==> src/rtl/acc_calc_pkg.sv <==
package acc_calc_pkg;

  // Operation selected for one cycle after priority resolution.
  typedef enum logic [2:0] {
    OP_NONE  = 3'd0,
    OP_CLEAR = 3'd1,
    OP_LOAD  = 3'd2,
    OP_ADD   = 3'd3,
    OP_INV   = 3'd4
  } acc_op_e;

endpackage

==> src/rtl/acc_op_decode.sv <==
module acc_op_decode
  import acc_calc_pkg::*;
(
  input  logic    clr_op,
  input  logic    load_op,
  input  logic    add_op,
  input  logic    inv_op,
  output acc_op_e op
);

  // Fixed priority: clear beats load, load beats add, add beats complement.
  always_comb begin
    if (clr_op)       op = OP_CLEAR;
    else if (load_op) op = OP_LOAD;
    else if (add_op)  op = OP_ADD;
    else if (inv_op)  op = OP_INV;
    else              op = OP_NONE;
  end

endmodule

==> src/rtl/acc_alu.sv <==
module acc_alu
  import acc_calc_pkg::*;
#(
  parameter int W = 16
) (
  input  acc_op_e        op,
  input  logic [W-1:0]   acc,
  input  logic [W-1:0]   din,
  input  logic           err,
  output logic [W-1:0]   nxt_acc,
  output logic           nxt_err,
  output logic           ovf_evt,
  output logic           lock_evt
);

  localparam int SUM_W = W + 1;

  // Unsigned add that keeps the carry in the top bit.
  function automatic logic [SUM_W-1:0] add_carry(input logic [W-1:0] a,
                                                 input logic [W-1:0] b);
    return {1'b0, a} + {1'b0, b};
  endfunction

  function automatic logic [W-1:0] invert(input logic [W-1:0] a);
    return ~a;
  endfunction

  logic [SUM_W-1:0] sum_full;
  assign sum_full = add_carry(acc, din);

  // Named events for the checker.
  assign ovf_evt  = (op == OP_ADD) && !err && sum_full[W];
  assign lock_evt = err && (op != OP_CLEAR) && (op != OP_NONE);

  always_comb begin
    nxt_acc = acc;
    nxt_err = err;
    if (op == OP_CLEAR) begin
      nxt_acc = '0;
      nxt_err = 1'b0;
    end else if (!err) begin
      unique case (op)
        OP_LOAD: nxt_acc = din;
        OP_ADD: begin
          if (sum_full[W]) nxt_err = 1'b1;
          else             nxt_acc = sum_full[W-1:0];
        end
        OP_INV:  nxt_acc = invert(acc);
        default: nxt_acc = acc;
      endcase
    end
  end

endmodule

==> src/rtl/acc_calc.sv <==
module acc_calc
  import acc_calc_pkg::*;
#(
  parameter int W = 16
) (
  input  logic         clk,
  input  logic         rst,
  input  logic         clr_op,
  input  logic         load_op,
  input  logic         add_op,
  input  logic         inv_op,
  input  logic [W-1:0] din,
  output logic [W-1:0] acc_out,
  output logic         err_out
);

  acc_op_e      op;
  logic [W-1:0] acc_q, nxt_acc;
  logic         err_q, nxt_err;
  logic         ovf_evt, lock_evt;

  acc_op_decode u_dec (
    .clr_op  (clr_op),
    .load_op (load_op),
    .add_op  (add_op),
    .inv_op  (inv_op),
    .op      (op)
  );

  acc_alu #(.W(W)) u_alu (
    .op       (op),
    .acc      (acc_q),
    .din      (din),
    .err      (err_q),
    .nxt_acc  (nxt_acc),
    .nxt_err  (nxt_err),
    .ovf_evt  (ovf_evt),
    .lock_evt (lock_evt)
  );

  always_ff @(posedge clk) begin
    if (rst) begin
      acc_q <= '0;
      err_q <= 1'b0;
    end else begin
      acc_q <= nxt_acc;
      err_q <= nxt_err;
    end
  end

  assign acc_out = acc_q;
  assign err_out = err_q;

endmodule

==> config.mk <==
export PLATFORM = sky130hd
export DESIGN_NAME = acc_calc
export DESIGN_NICKNAME = d
export VERILOG_FILES = /design/src/rtl/acc_calc_pkg.sv /design/src/rtl/acc_op_decode.sv /design/src/rtl/acc_alu.sv /design/src/rtl/acc_calc.sv
export SDC_FILE = /design/constraint.sdc
export NUM_CORES = 1
export LEC_CHECK = 0
export CELL_PAD_IN_SITES_DETAIL_PLACEMENT = 0
export CELL_PAD_IN_SITES_GLOBAL_PLACEMENT = 1
export CORE_ASPECT_RATIO = 2
export CORE_MARGIN = 1.5
export CORE_UTILIZATION = 40
export CTS_CLUSTER_SIZE = 28
export DETAILED_ROUTE_END_ITERATION = 8
export PLACE_DENSITY = 0.79
export SLEW_MARGIN = 25
export SYNTH_ARGS = -nofsm -noshare
export SYNTH_HDL_FRONTEND = slang
export SYNTH_HIERARCHICAL = 1
export SYNTH_SLANG_ARGS = --single-unit
==> constraint.sdc <==
create_clock -name clk -period 3.64 [get_ports clk]
set_input_delay 0.728 -clock clk [delete_from_list [all_inputs] [get_ports clk]]
set_output_delay 0.728 -clock clk [all_outputs]
set_load 0.1 [all_outputs]
==> impl_metrics.py <==
metrics = {
    "setup_path": {
        "slowest_delay_ns": 0.44,
        "critPathRequiredTime_ns": 3.76,
        "worstReg2RegEnd": "acc_out[9]$_SDFF_PP0_",
        "r2r-start": "acc_out[12]$_SDFF_PP0_",
        "critical_path_class": "input port to flip-flop",
        "worstPathCellList": "clkdlybuf4s50_1 -> ha_1 -> o21a_1 -> o21ba_2 -> a21boi_0 -> a21oi_1 -> buf_4 -> nor4_1 -> o221ai_1 -> nor2b_1",
        "cp-end-kind": "flip-flop",
        "slowest_stage": "a21boi_0",
        "start_kind": "input port",
        "rrSetupSlack_ns": 0.87,
        "crit_arrival_ns": 3.40,
        "crit_fanout": 5,
        "r2r_cells": 9,
    },
    "finish": {
        "fin_nets": 383,
        "area_growth_pct": 25.04,
        "n_antenna_cell": 0,
        "design_area_um2": 2887,
        "layout-drive-gt1-share_pct": 12.24,
        "post-route-util_pct": 50.99,
    },
    "sta": {
        "slew_viol_final": 0,
        "rsz0062_at_grt": "no",
        "setup_viol": 0,
        "finalCritPeriodShare_pct": 90.09,
        "worst_pin_slew_ns": 0.9741,
        "finalWorstSetupSlack_ns": 0.3609,
        "fin_setup_tns_ns": 0,
        "final_hold_viol_count": 0,
        "finalClockSkew_ns": 0.002519,
        "fin_crit_ns": 3.279,
        "fmax_mhz": 305.0,
        "slew_headroom_pct": 34.86,
    },
    "route": {
        "wirelength_um": 7697,
        "antenna_left": 0,
        "drc_errors": 0,
        "route.vias.total": 2588,
        "viasPerCell": 6.406,
        "avgRoutedWirePerCell_um": 19.05,
        "first_pass_iters": 5,
        "drt_iter0_markers": 115,
    },
    "global_routing": {
        "grt_overflow": 0,
        "grt_pass1_wl_um": 12640,
        "grt_usage_pct": 25.48,
        "antenna_found_initial": 0,
        "grt_pass1_vias": 2600,
        "grt_max_degree": 27,
    },
    "power": {
        "internal-power_uw": 508.3,
        "ir_worst_vdd_mv": 0.2028,
        "p_seq_share_pct": 24.8,
        "power.switching_uw": 360.4,
        "combPwrFrac_pct": 47.8,
        "powerDensity_nw_per_um2": 301.0,
        "p_clk_share_pct": 27.4,
        "switching_share_pct": 41.49,
        "leakage_uw": 0.001169,
    },
    "worst_hold_path": {
        "hold_start": "acc_out[10]$_SDFF_PP0_",
        "min_path_type": "flip-flop to flip-flop",
        "min_to": "acc_out[10]$_SDFF_PP0_",
        "hold_path_depth": 3,
    },
    "clock_tree": {
        "clockBufferDepth": 2,
        "h-tree-depth": 1,
        "tritoncts": "built",
        "root_buffer": "clkbuf_16",
        "cts_setup_buffers": 0,
        "cts_sinks": 17,
        "path_clk_slew_ns": 0.06,
        "clk_latency_ns": 0.26,
        "cts_buffers": 3,
        "ctsResizeCount": 0,
        "holdBufCountCts": 0,
    },
    "floorplanning": {
        "rows": 39,
        "coreArea_um2": 5660,
        "dieArea_um2": 6263,
        "die_width_um": 56.72,
        "fp.dieH_um": 110.4,
        "io_pins": 39,
        "start_util_pct": 40.78,
    },
    "logic_synthesis": {
        "syn_area_um2": 2308,
        "postSynthCellCount": 301,
        "syn_avg_cell_area_um2": 7.669,
        "syn-num-nets": 340,
        "yosysWarnings": 6,
    },
    "run_status": {
        "status": "finished clean",
    },
    "placement": {
        "place_ws_ns": 0.1297,
        "portBuffers": 38,
        "place_area_um2": 2806,
        "routabilityCongestion": 0.8907,
        "dp_hpwl_um": 5884,
    },
    "flow_run": {
        "cap_violations": 0,
    },
}
==> through the flow <==
| step | std cells | total power (µW) | hold slack (ns) |
|---|---|---|---|
| 6_report | 404 | 868.7 | 0.6640 |
| 5_1_grt | 404 | 915.5 | 0.7007 |
| 4_1_cts | 404 | 872.6 | 0.6699 |
| 3_5_place_dp | 400 | 630.5 | 0.6612 |
| 3_3_place_gp | 400 | 629.7 | 0.6487 |
| 2_1_floorplan | 301 | 514.0 | 0.9192 |
==> state kept, by name, indices dropped and copies added (netlist names) <==
register / count
acc_out: 16
err_out: 1
==> metal layers <==
layer  share of wire [%]  wire length (µm)  GRT usage [%]
met1                  39              2966          28.76
met3                 4.0               310          2.576
met4                 5.6               429          14.92
met5                   0                 0              0
met2                  52              3991          44.50
==> final cells by class <==
cell class              count  area [µm²]
fillers                   577        2774
inverters                  11       41.29
multi-input cells         257        1838
repair buffers             54       510.5
clock buffers               3       75.07
flip-flops and latches     17       340.3
clock inverters             1       5.005
well taps                  61       76.32
==> how the worst max path moves through the flow <==
stage                                from               endpoint  slack, ns  depth (start not counted)
floorplan           acc_out[0]$_SDFF_PP0_  acc_out[0]$_SDFF_PP0_       0.46                         10
global placement                  din[12]  acc_out[9]$_SDFF_PP0_       0.11                         10
detailed placement                din[12]  acc_out[9]$_SDFF_PP0_       0.13                         10
CTS                               din[12]  acc_out[9]$_SDFF_PP0_       0.39                         10
global route                      din[12]  acc_out[9]$_SDFF_PP0_       0.17                         10
finish                            din[12]  acc_out[9]$_SDFF_PP0_       0.36                         10
==> worst max-delay path, delay by kind of cell <==
family                   cells  cell delay, ns
AO/OA/AOI/OAI                5            1.21
buffers and inverters        2            0.62
AND/OR/NAND/NOR              2            0.44
adder cells (fa/ha/maj)      1            0.39
==> power groups by stage <==
stage	logic [µW]	registers, µW	clock network, µW
after floorplan	218	296	0
final	415	215	238
after global routing	447	217	251
after global placement	410	219	0
after CTS	413	216	244
after detailed placement	411	220	0
==> layout by cell type (no fill, tap or decap), types with 11 or more instances in the layout <==
| cell type | n |
|---|---|
| buf_4 | 16 |
| o21ai_0 | 25 |
| nor2_1 | 24 |
| mux2i_1 | 14 |
| inv_1 | 11 |
| a21oi_1 | 22 |
| nand2_1 | 22 |
| ha_1 | 16 |
| clkdlybuf4s50_1 | 37 |
| nor2b_1 | 12 |
| dfxtp_1 | 17 |
Note: power is estimated with default switching activity, not from simulation.
